**src/rtl/audio_rx_pkg.sv**
```systemverilog
package audio_rx_pkg;
  // depth of the synchronizer chain on every serial input
  localparam int SYNC_DEPTH = 2;
  localparam int CHANNELS = 2;

  // strobes passed from control to datapath
  typedef struct packed {
    logic shift;    // bit clock rising edge seen
    logic capture;  // word clock falling edge seen
  } rx_strobe_t;
endpackage

```
**src/rtl/audio_rx_ctrl.sv**
```systemverilog
module audio_rx_ctrl
  import audio_rx_pkg::*;
#(
  parameter int LOSS_CYCLES = 4096
) (
  input  logic       clk,
  input  logic       rstN,
  input  logic       bitClk,
  input  logic       wordClk,
  output rx_strobe_t strobe,
  output logic       lossMute
);
  localparam int CW = $clog2(LOSS_CYCLES + 1);
  localparam logic [CW-1:0] LOSS_MAX = CW'(LOSS_CYCLES);

  logic [SYNC_DEPTH-1:0] bitSync, wordSync;
  logic bitPrev, wordPrev;
  logic bitNow, wordNow, wordEdge;
  logic [CW-1:0] idleCnt, idleNext;

  assign bitNow  = bitSync[SYNC_DEPTH-1];
  assign wordNow = wordSync[SYNC_DEPTH-1];

  always_ff @(posedge clk or negedge rstN) begin
    if (!rstN) begin
      bitSync  <= '0;
      wordSync <= '0;
      bitPrev  <= 1'b0;
      wordPrev <= 1'b0;
    end else begin
      bitSync  <= {bitSync[SYNC_DEPTH-2:0], bitClk};
      wordSync <= {wordSync[SYNC_DEPTH-2:0], wordClk};
      bitPrev  <= bitNow;
      wordPrev <= wordNow;
    end
  end

  always_comb begin
    strobe.shift   = bitNow & ~bitPrev;
    strobe.capture = ~wordNow & wordPrev;
    wordEdge       = wordNow ^ wordPrev;
  end

  // watchdog on the word clock, saturating at the loss limit
  always_comb begin
    if (wordEdge)                idleNext = '0;
    else if (idleCnt == LOSS_MAX) idleNext = idleCnt;
    else                         idleNext = idleCnt + 1'b1;
  end

  always_ff @(posedge clk or negedge rstN) begin
    if (!rstN) begin
      idleCnt  <= '0;
      lossMute <= 1'b0;
    end else begin
      idleCnt  <= idleNext;
      lossMute <= (idleNext == LOSS_MAX);
    end
  end
endmodule

```
**src/rtl/audio_rx_datapath.sv**
```systemverilog
module audio_rx_datapath
  import audio_rx_pkg::*;
#(
  parameter int WORD_W       = 24,
  parameter int NARROW_W     = 20,
  parameter int SILENT_WORDS = 8192
) (
  input  logic                             clk,
  input  logic                             rstN,
  input  rx_strobe_t                       strobe,
  input  logic                             wordSel24,
  input  logic [CHANNELS-1:0]              serIn,
  output logic [CHANNELS-1:0][WORD_W-1:0]  sample,
  output logic                             sampleValid,
  output logic                             silentMute
);
  localparam int SW = $clog2(SILENT_WORDS + 1);
  localparam logic [SW-1:0] SILENT_MAX = SW'(SILENT_WORDS);
  localparam int EXT_W = WORD_W - NARROW_W;

  logic [CHANNELS-1:0] runFull;

  for (genvar ch = 0; ch < CHANNELS; ch++) begin : g_chan
    logic [SYNC_DEPTH-1:0] serSync;
    logic [WORD_W-1:0]     shiftReg, capWord, sampleReg;
    logic [SW-1:0]         runCnt, runNext;

    always_comb begin
      if (wordSel24) capWord = shiftReg;
      else           capWord = {{EXT_W{shiftReg[NARROW_W-1]}}, shiftReg[NARROW_W-1:0]};
      if (capWord != sampleReg)      runNext = '0;
      else if (runCnt == SILENT_MAX) runNext = runCnt;
      else                           runNext = runCnt + 1'b1;
    end

    always_ff @(posedge clk or negedge rstN) begin
      if (!rstN) begin
        serSync   <= '0;
        shiftReg  <= '0;
        sampleReg <= '0;
        runCnt    <= '0;
      end else begin
        serSync <= {serSync[SYNC_DEPTH-2:0], serIn[ch]};
        if (strobe.shift)
          shiftReg <= {shiftReg[WORD_W-2:0], serSync[SYNC_DEPTH-1]};
        if (strobe.capture) begin
          sampleReg <= capWord;
          runCnt    <= runNext;
        end
      end
    end

    assign runFull[ch] = (runNext == SILENT_MAX);
    assign sample[ch]  = sampleReg;
  end

  always_ff @(posedge clk or negedge rstN) begin
    if (!rstN) begin
      sampleValid <= 1'b0;
      silentMute  <= 1'b0;
    end else begin
      sampleValid <= strobe.capture;
      if (strobe.capture) silentMute <= |runFull;
    end
  end
endmodule

```
**src/rtl/audio_rx_mute.sv**
```systemverilog
module audio_rx_mute
  import audio_rx_pkg::*;
#(
  parameter int WORD_W       = 24,
  parameter int NARROW_W     = 20,
  parameter int SILENT_WORDS = 8192,
  parameter int LOSS_CYCLES  = 4096
) (
  input  logic              clk,
  input  logic              rstN,
  input  logic              bitClk,
  input  logic              wordClk,
  input  logic              dataL,
  input  logic              dataR,
  input  logic              wordSel24,
  input  logic              muteIn,
  output logic [WORD_W-1:0] sampleL,
  output logic [WORD_W-1:0] sampleR,
  output logic              sampleValid,
  output logic              muteOut
);
  rx_strobe_t strobe;
  logic lossMute, silentMute;
  logic [CHANNELS-1:0][WORD_W-1:0] sample;

  audio_rx_ctrl #(.LOSS_CYCLES(LOSS_CYCLES)) u_ctrl (
    .clk(clk), .rstN(rstN), .bitClk(bitClk), .wordClk(wordClk),
    .strobe(strobe), .lossMute(lossMute)
  );

  audio_rx_datapath #(
    .WORD_W(WORD_W), .NARROW_W(NARROW_W), .SILENT_WORDS(SILENT_WORDS)
  ) u_data (
    .clk(clk), .rstN(rstN), .strobe(strobe), .wordSel24(wordSel24),
    .serIn({dataR, dataL}), .sample(sample),
    .sampleValid(sampleValid), .silentMute(silentMute)
  );

  assign sampleL = sample[0];
  assign sampleR = sample[1];
  assign muteOut = muteIn | silentMute | lossMute;
endmodule

```
**config.mk**
```make
export PLATFORM = sky130hd
export DESIGN_NAME = audio_rx_mute
export DESIGN_NICKNAME = d
export VERILOG_FILES = /design/src/rtl/audio_rx_pkg.sv /design/src/rtl/audio_rx_ctrl.sv /design/src/rtl/audio_rx_datapath.sv /design/src/rtl/audio_rx_mute.sv
export SDC_FILE = /design/constraint.sdc
export NUM_CORES = 1
export LEC_CHECK = 0
export CAP_MARGIN = 5
export CORE_ASPECT_RATIO = 0.6
export CORE_MARGIN = 2
export CORE_UTILIZATION = 53
export CTS_CLUSTER_SIZE = 24
export DETAILED_ROUTE_END_ITERATION = 12
export DONT_BUFFER_PORTS = 1
export PLACE_DENSITY = 0.71
export SYNTH_ARGS = -nofsm -noshare
export SYNTH_HDL_FRONTEND = slang
export SYNTH_SLANG_ARGS = --single-unit
export TNS_END_PERCENT = 5
```
**constraint.sdc**
```tcl
create_clock -name clk -period 2.5 [get_ports clk]
set_input_delay 0.25 -clock clk [delete_from_list [all_inputs] [get_ports clk]]
set_output_delay 0.25 -clock clk [all_outputs]
set_load 0.02 [all_outputs]
```
# Yosys cells after proc, flatten, opt, wreduce, memory -nomap -nowiden
# Index checks and enable logic that the tools add are counted.
# totals
register_bits	150
input_bits	8
out_inout_bits	50
wordCells	43
# classes
n_addsub	3
eq_ne	8
n_mux	8
bitwise	7
reduce_logical	1
# op_table
op	n
$eq 14x14->1 const B	4
$mux 14	4
$mux 24	2
$ne 24x24->1	2
$add 14x1->14 const B	2
$eq 13x13->1 const B	2
$mux 13	2
$add 13x1->13 const B	1
$and 1x1->1	2
$not 1->1	2
$or 1x1->1	2
$reduce_or 2->1	1
$xor 1x1->1	1

# Longest topological paths before layout
# logic_depth
word_depth	5
mapped_depth	9
depth_no_buf	8

# By module
# A second synthesis with hierarchy kept.
# hier_totals
cells_unflattened	653
hier_area_um2	7383.3
# modules_own_cells
mod	instances	cells_each	area_each_um2	seq_area_each_um2
audio_rx_datapath	1	555	6342.3	3253.1
audio_rx_ctrl	1	97	1034.7	500.5
audio_rx_mute	1	1	6.3	0.0

# Worst setup path before layout
# OpenSTA, ideal clock, no wires.
# synth_timing
kind	reg2reg
start	reg u_data.g_chan[0].sampleReg[20]
end	reg u_data.g_chan[0].runCnt[11]
setup_time_ns	0.083
t_arrival_ns	2.114
t_required_ns	2.417
slack_ns	0.303
stages_incl_launch_ff	7
path_buffers	0
synth_period_minus_slack_ns	2.197
path_cell_list	dfrtp_1 -> or3_1 -> a21o_1 -> a2111oi_2 -> nand2_2 -> or4_1 -> o21ai_0
# synth_via
elab_chain_len	2
# synth_lines
item	line	rtl
start, declared	audio_rx_datapath.sv:25	logic [WORD_W-1:0] shiftReg, capWord, sampleReg;
start signal, assigned	audio_rx_datapath.sv:47	sampleReg <= capWord;
$ne 24x24->1	audio_rx_datapath.sv:31	if (capWord != sampleReg) runNext = '0;
$mux 14	audio_rx_datapath.sv:31	
end signal, assigned	audio_rx_datapath.sv:48	runCnt <= runNext;
end, declared	audio_rx_datapath.sv:26	logic [SW-1:0] runCnt, runNext;
# No other way between the ends.
# A chain may end at the register's enable or synchronous reset.

# Final worst setup path
# layout_timing
start	reg u_data.g_chan[1].shiftReg[11]
end	reg u_data.g_chan[1].runCnt[9]
# layout_via
elab_chain_len	3
# layout_lines
item	line	rtl
start, declared	audio_rx_datapath.sv:25	
start signal, assigned	audio_rx_datapath.sv:45	shiftReg <= {shiftReg[WORD_W-2:0], serSync[SYNC_DEPTH-1]};
$mux 24	audio_rx_datapath.sv:29	if (wordSel24) capWord = shiftReg;
$ne 24x24->1	audio_rx_datapath.sv:31	
$mux 14	audio_rx_datapath.sv:31	
end signal, assigned	audio_rx_datapath.sv:48	
end, declared	audio_rx_datapath.sv:26	
# No other way between the ends.

==> reports/metrics.sh <==
TRITONCTS_CLOCK_TREE='yes'
ANTENNA_CELLS_INSERTED=0
HOLD_VIOL_FINAL=150
DETAILED_PLACE.AREA_MM2=0.00760
FINAL-INSTANCE-COUNT-EXCL-FILL=856
CLK_PATH_BUF_DEPTH=2
NUMBER_OF_GLOBAL_ROUTE_VIAS_BEFORE_REPAIR=4853
DRT_VIA_DENSITY=5.84
NETS=684
WORSTSETUPENDPOINTTYPE='flop'
FLOORPLAN.DIE.HEIGHT_UM=94.9
CRITICAL_PATH_PEAK_FANOUT=10
CTS_SETUP_BUFFERS=0
HPWL_MM=10.1
WORST_R2R_PATH_DEPTH=6
MAPPEDNETLISTAREA_MM2=0.00729
WORSTSKEWPAIRLATENCY_NS=0.41
CORE-AREA_MM2=0.0135
GRT_MAX_DEGREE=151
ROUTED_WL_MM=15.3
REGTOREGSETUPSLACK_NS=0.18
POST-ROUTE-MIN-PERIOD_NS=2.32
GLOBALROUTEOVERFLOWTOTAL=0
INITIAL_UTILIZATION=0.539
PLACEDCELLCOUNT=821
SETUP.WORST_PATH.CLASS='flop to flop'
POWER_PER_CELL_AREA_mW_PER_MM2=930
FIN_UTIL=0.608
HOLDWS_NS=-0.472
YOSYS_WARNINGS=0
ROUTED_WIRE_LENGTH_PER_INSTANCE_UM=17.9
GRT_SETUP_UNREPAIRED='no'
ANTENNA_VIOLATING_NETS_POST_ROUTE=0
SYNTHTOLAYOUTAREAGROWTH_PCT=12.8
FINAL_LAYOUT_SETUP_TOTAL_NEGATIVE_SLACK_NS=0
H-TREE-DEPTH=4
CHIPWIDTH_UM=155
DRIVE_ABOVE_1_SHARE=0.232
SYNTH-SEQ-CELLS=150
HOLD_PATH.CLASS='input port to async pin'
CLOCK_POWER_SHARE=0.335
CLK_TREE_ROOT_CELL='sky130_fd_sc_hd__clkbuf_16'
LAYOUT_WORST_PATH_CYCLE_SHARE=0.930
CTSHOLDBUFFERS=4
CLOCK-SINKS=150
NETSWITCHINGPOWER_mW=2.41
DRV_SLEW=0
TRACK_USAGE=0.221
LEAKAGE_nW=3.68
YS_ASYNC_SR_FRACTION=1.00
WORST_SETUP_PATH_START_KIND='flop'
IR_DROP_V=0.000566
P_SEQ_FRAC=0.467
PLACEMENT_ROWS=33
GRT_PASS1_WL_MM=25.3
FINALSETUPVIOLATIONS=0
INTERNAL_POWER_mW=5.25
CTS_MADE_BUFFERS=17
NUM_IO_PINS=58
CLK_PIN_SLEW_WORST_PATHS_NS=0.07
AVG_INST_SIZE_SYNTH_UM2=11.2
POWER.SWITCHING_FRACTION=0.314
POST_SYNTH_EDFFS=0
SYNTHFLOPTYPE='sky130_fd_sc_hd__dfrtp_1'
MEASURED_SLEW_AT_THE_WORST_SLEW_CHECK_PIN_NS=0.854
VIOLATIONS='negative hold slack'
CRIT_ARRIVAL_NS=2.64
YS_TYPES=49
POWER.SHARE.COMBINATIONAL=0.198
PLACE.GP.CONGESTION=0.896
PORT_BUFFERS=0
STATUS='complete, but fails checks'
FMAX_MHz=430
VIAS=4999
DRC=0
CP_DATA_REQUIRED_TIME_NS=2.82
ANTENNA_VIOLATIONS_BEFORE_REPAIR=0
SYNTH_SEQUENTIAL_AREA_RATIO=0.515
DIE-AREA_MM2=0.0147
R2R-START='u_data.g_chan[1].shiftReg[11]$_DFFE_PN0P_'
FIRST_ITER_VIOLATIONS=362
MAX-SLEW-MARGIN-REL=0.431
DRT_FIRST_PASS_ITERS=5
FIN_AREA_MM2=0.00823
CP-STARTPOINT='u_data.g_chan[1].shiftReg[11]$_DFFE_PN0P_'
FINALCLOCKSKEW_NS=0.0129
POSTSYNTHNETCOUNT=665
SYNTHCELLS=650
CAP_VIOL_MAX_COUNT=0
## placed cells by master (no fill, tap or decap), types with 2 or more instances in the layout
| cell type | n |
|---|---|
| sky130_fd_sc_hd__o21ai_0 | 18 |
| sky130_fd_sc_hd__nor3_1 | 10 |
| sky130_fd_sc_hd__clkbuf_16 | 17 |
| sky130_fd_sc_hd__o21a_1 | 2 |
| sky130_fd_sc_hd__xnor2_1 | 40 |
| sky130_fd_sc_hd__buf_4 | 31 |
| sky130_fd_sc_hd__nand4_1 | 20 |
| sky130_fd_sc_hd__o2bb2ai_1 | 2 |
| sky130_fd_sc_hd__mux2i_1 | 13 |
| sky130_fd_sc_hd__inv_6 | 4 |
| sky130_fd_sc_hd__bufinv_16 | 2 |
| sky130_fd_sc_hd__nand4b_1 | 2 |
| sky130_fd_sc_hd__o31ai_1 | 2 |
| sky130_fd_sc_hd__and2_1 | 5 |
| sky130_fd_sc_hd__dfrtp_1 | 150 |
| sky130_fd_sc_hd__nand2_1 | 18 |
| sky130_fd_sc_hd__a21o_1 | 9 |
| sky130_fd_sc_hd__a21oi_1 | 34 |
| sky130_fd_sc_hd__nand3_1 | 28 |
| sky130_fd_sc_hd__nor2b_1 | 2 |
| sky130_fd_sc_hd__and3_1 | 4 |
| sky130_fd_sc_hd__dlygate4sd3_1 | 4 |
| sky130_fd_sc_hd__nor4bb_1 | 2 |
| sky130_fd_sc_hd__xor2_1 | 26 |
| sky130_fd_sc_hd__ha_1 | 6 |
| sky130_fd_sc_hd__a31oi_1 | 4 |
| sky130_fd_sc_hd__o22ai_1 | 5 |
| sky130_fd_sc_hd__nor2_1 | 37 |
| sky130_fd_sc_hd__clkinvlp_4 | 5 |
| sky130_fd_sc_hd__inv_1 | 28 |
| sky130_fd_sc_hd__nor4b_1 | 3 |
| sky130_fd_sc_hd__mux2_2 | 89 |
| sky130_fd_sc_hd__and4_1 | 7 |
| sky130_fd_sc_hd__or3_1 | 16 |
| sky130_fd_sc_hd__nor4_1 | 14 |
| sky130_fd_sc_hd__or4_1 | 2 |
## flip-flops by register name, indices dropped and copies added, names as in the netlist
name and cells:
u_data.g_chan.runCnt 28, u_ctrl.wordSync 2, u_ctrl.lossMute 1, u_ctrl.bitSync 2, u_ctrl.idleCnt 13, u_data.g_chan.sampleReg 48
u_ctrl.bitPrev 1, u_ctrl.wordPrev 1, u_data.g_chan.shiftReg 48, u_data.silentMute 1, u_data.g_chan.serSync 4, u_data.sampleValid 1
## repair_timing
action,4_1_cts,5_1_grt
endpoints found under the setup margin,0,6
endpoints found under the hold margin,154,150
resized for setup,0,1
## Yosys cell counts (7+ instances only)
cell,n,area share
sky130_fd_sc_hd__mux2_2,89,0.14
sky130_fd_sc_hd__dfrtp_1,150,0.51
sky130_fd_sc_hd__o21ai_0,18,0.012
sky130_fd_sc_hd__nand2_1,18,0.0093
sky130_fd_sc_hd__nand3_1,28,0.019
sky130_fd_sc_hd__nor3_1,10,0.0069
sky130_fd_sc_hd__and4_1,7,0.0084
sky130_fd_sc_hd__or3_1,16,0.014
sky130_fd_sc_hd__nand4_1,20,0.017
sky130_fd_sc_hd__nor4_1,14,0.012
sky130_fd_sc_hd__xor2_1,26,0.031
sky130_fd_sc_hd__a21oi_1,34,0.023
sky130_fd_sc_hd__nor2_1,37,0.019
sky130_fd_sc_hd__inv_1,28,0.014
sky130_fd_sc_hd__a21o_1,9,0.0093
sky130_fd_sc_hd__ha_1,7,0.012
sky130_fd_sc_hd__mux2i_1,13,0.018
sky130_fd_sc_hd__xnor2_1,40,0.048
sky130_fd_sc_hd__clkbuf_1,26,0.013
## metrics by stage
step,setup slack [ns],power (mW)
6_report,0.175,7.65
5_1_grt,0.0184,8.02
4_1_cts,0.0909,7.71
3_5_place_dp,0.106,5.12
3_3_place_gp,0.215,5.04
2_1_floorplan,0.303,4.58
## final cells by class
class | count | area (µm²)
clock inverter | 12 | 144
sequential | 150 | 3750
multi-input combinational | 437 | 3290
clock buffer | 19 | 443
inverter | 28 | 105
tap | 175 | 219
timing repair buffer | 35 | 273
fill | 1079 | 5320
## worst max-delay path, cell delays in order, from the launching register on
cell and delay [ns]:
sky130_fd_sc_hd__dfrtp_1 0.41, sky130_fd_sc_hd__xor2_1 0.16, sky130_fd_sc_hd__nor4_1 0.34, sky130_fd_sc_hd__nand4_1 0.29, sky130_fd_sc_hd__or4_4 0.56, sky130_fd_sc_hd__or3_1 0.38
sky130_fd_sc_hd__o21ai_0 0.10
## path summary, 6_finish.rpt
kind / end
setup / recovery: u_data.g_chan[1].runCnt[9]$_DFFE_PN0P_
hold / removal: u_data.g_chan[1].sampleReg[2]$_DFFE_PN0P_
setup reg to reg: u_data.g_chan[1].runCnt[9]$_DFFE_PN0P_
hold reg to reg: u_data.g_chan[0].serSync[1]$_DFF_PN0_
max in group asynchronous: u_data.g_chan[0].runCnt[10]$_DFFE_PN0P_
min in group clk: u_data.g_chan[1].sampleReg[20]$_DFFE_PN0P_
## per-layer routing
metal | wire length (µm) | vias to the layer above | GRT usage
met5 | 0 | - | 0
met4 | 83 | 0 | 0.0589
met3 | 1220 | 8 | 0.0647
met2 | 6850 | 159 | 0.335
met1 | 7150 | 2469 | 0.312
li1 | - | 2363 | -
## kinds of logic after synthesis
group	share of synthesized area
mux	0.155
simple gates	0.132
fa+ha+maj	0.0120
compound gates	0.0710
xor+xnor	0.0792
flops	0.515
buf+inv	0.0355
## power groups by stage
stage | sequential [mW] | combinational (mW) | clock [mW]
finish | 3.57 | 1.52 | 2.56
global route | 3.64 | 1.66 | 2.72
CTS | 3.57 | 1.53 | 2.60
detailed placement | 3.61 | 1.51 | 0
global placement | 3.57 | 1.48 | 0
floorplan | 3.64 | 0.943 | 0
No activity file was read; power rests on OpenSTA's default activity.
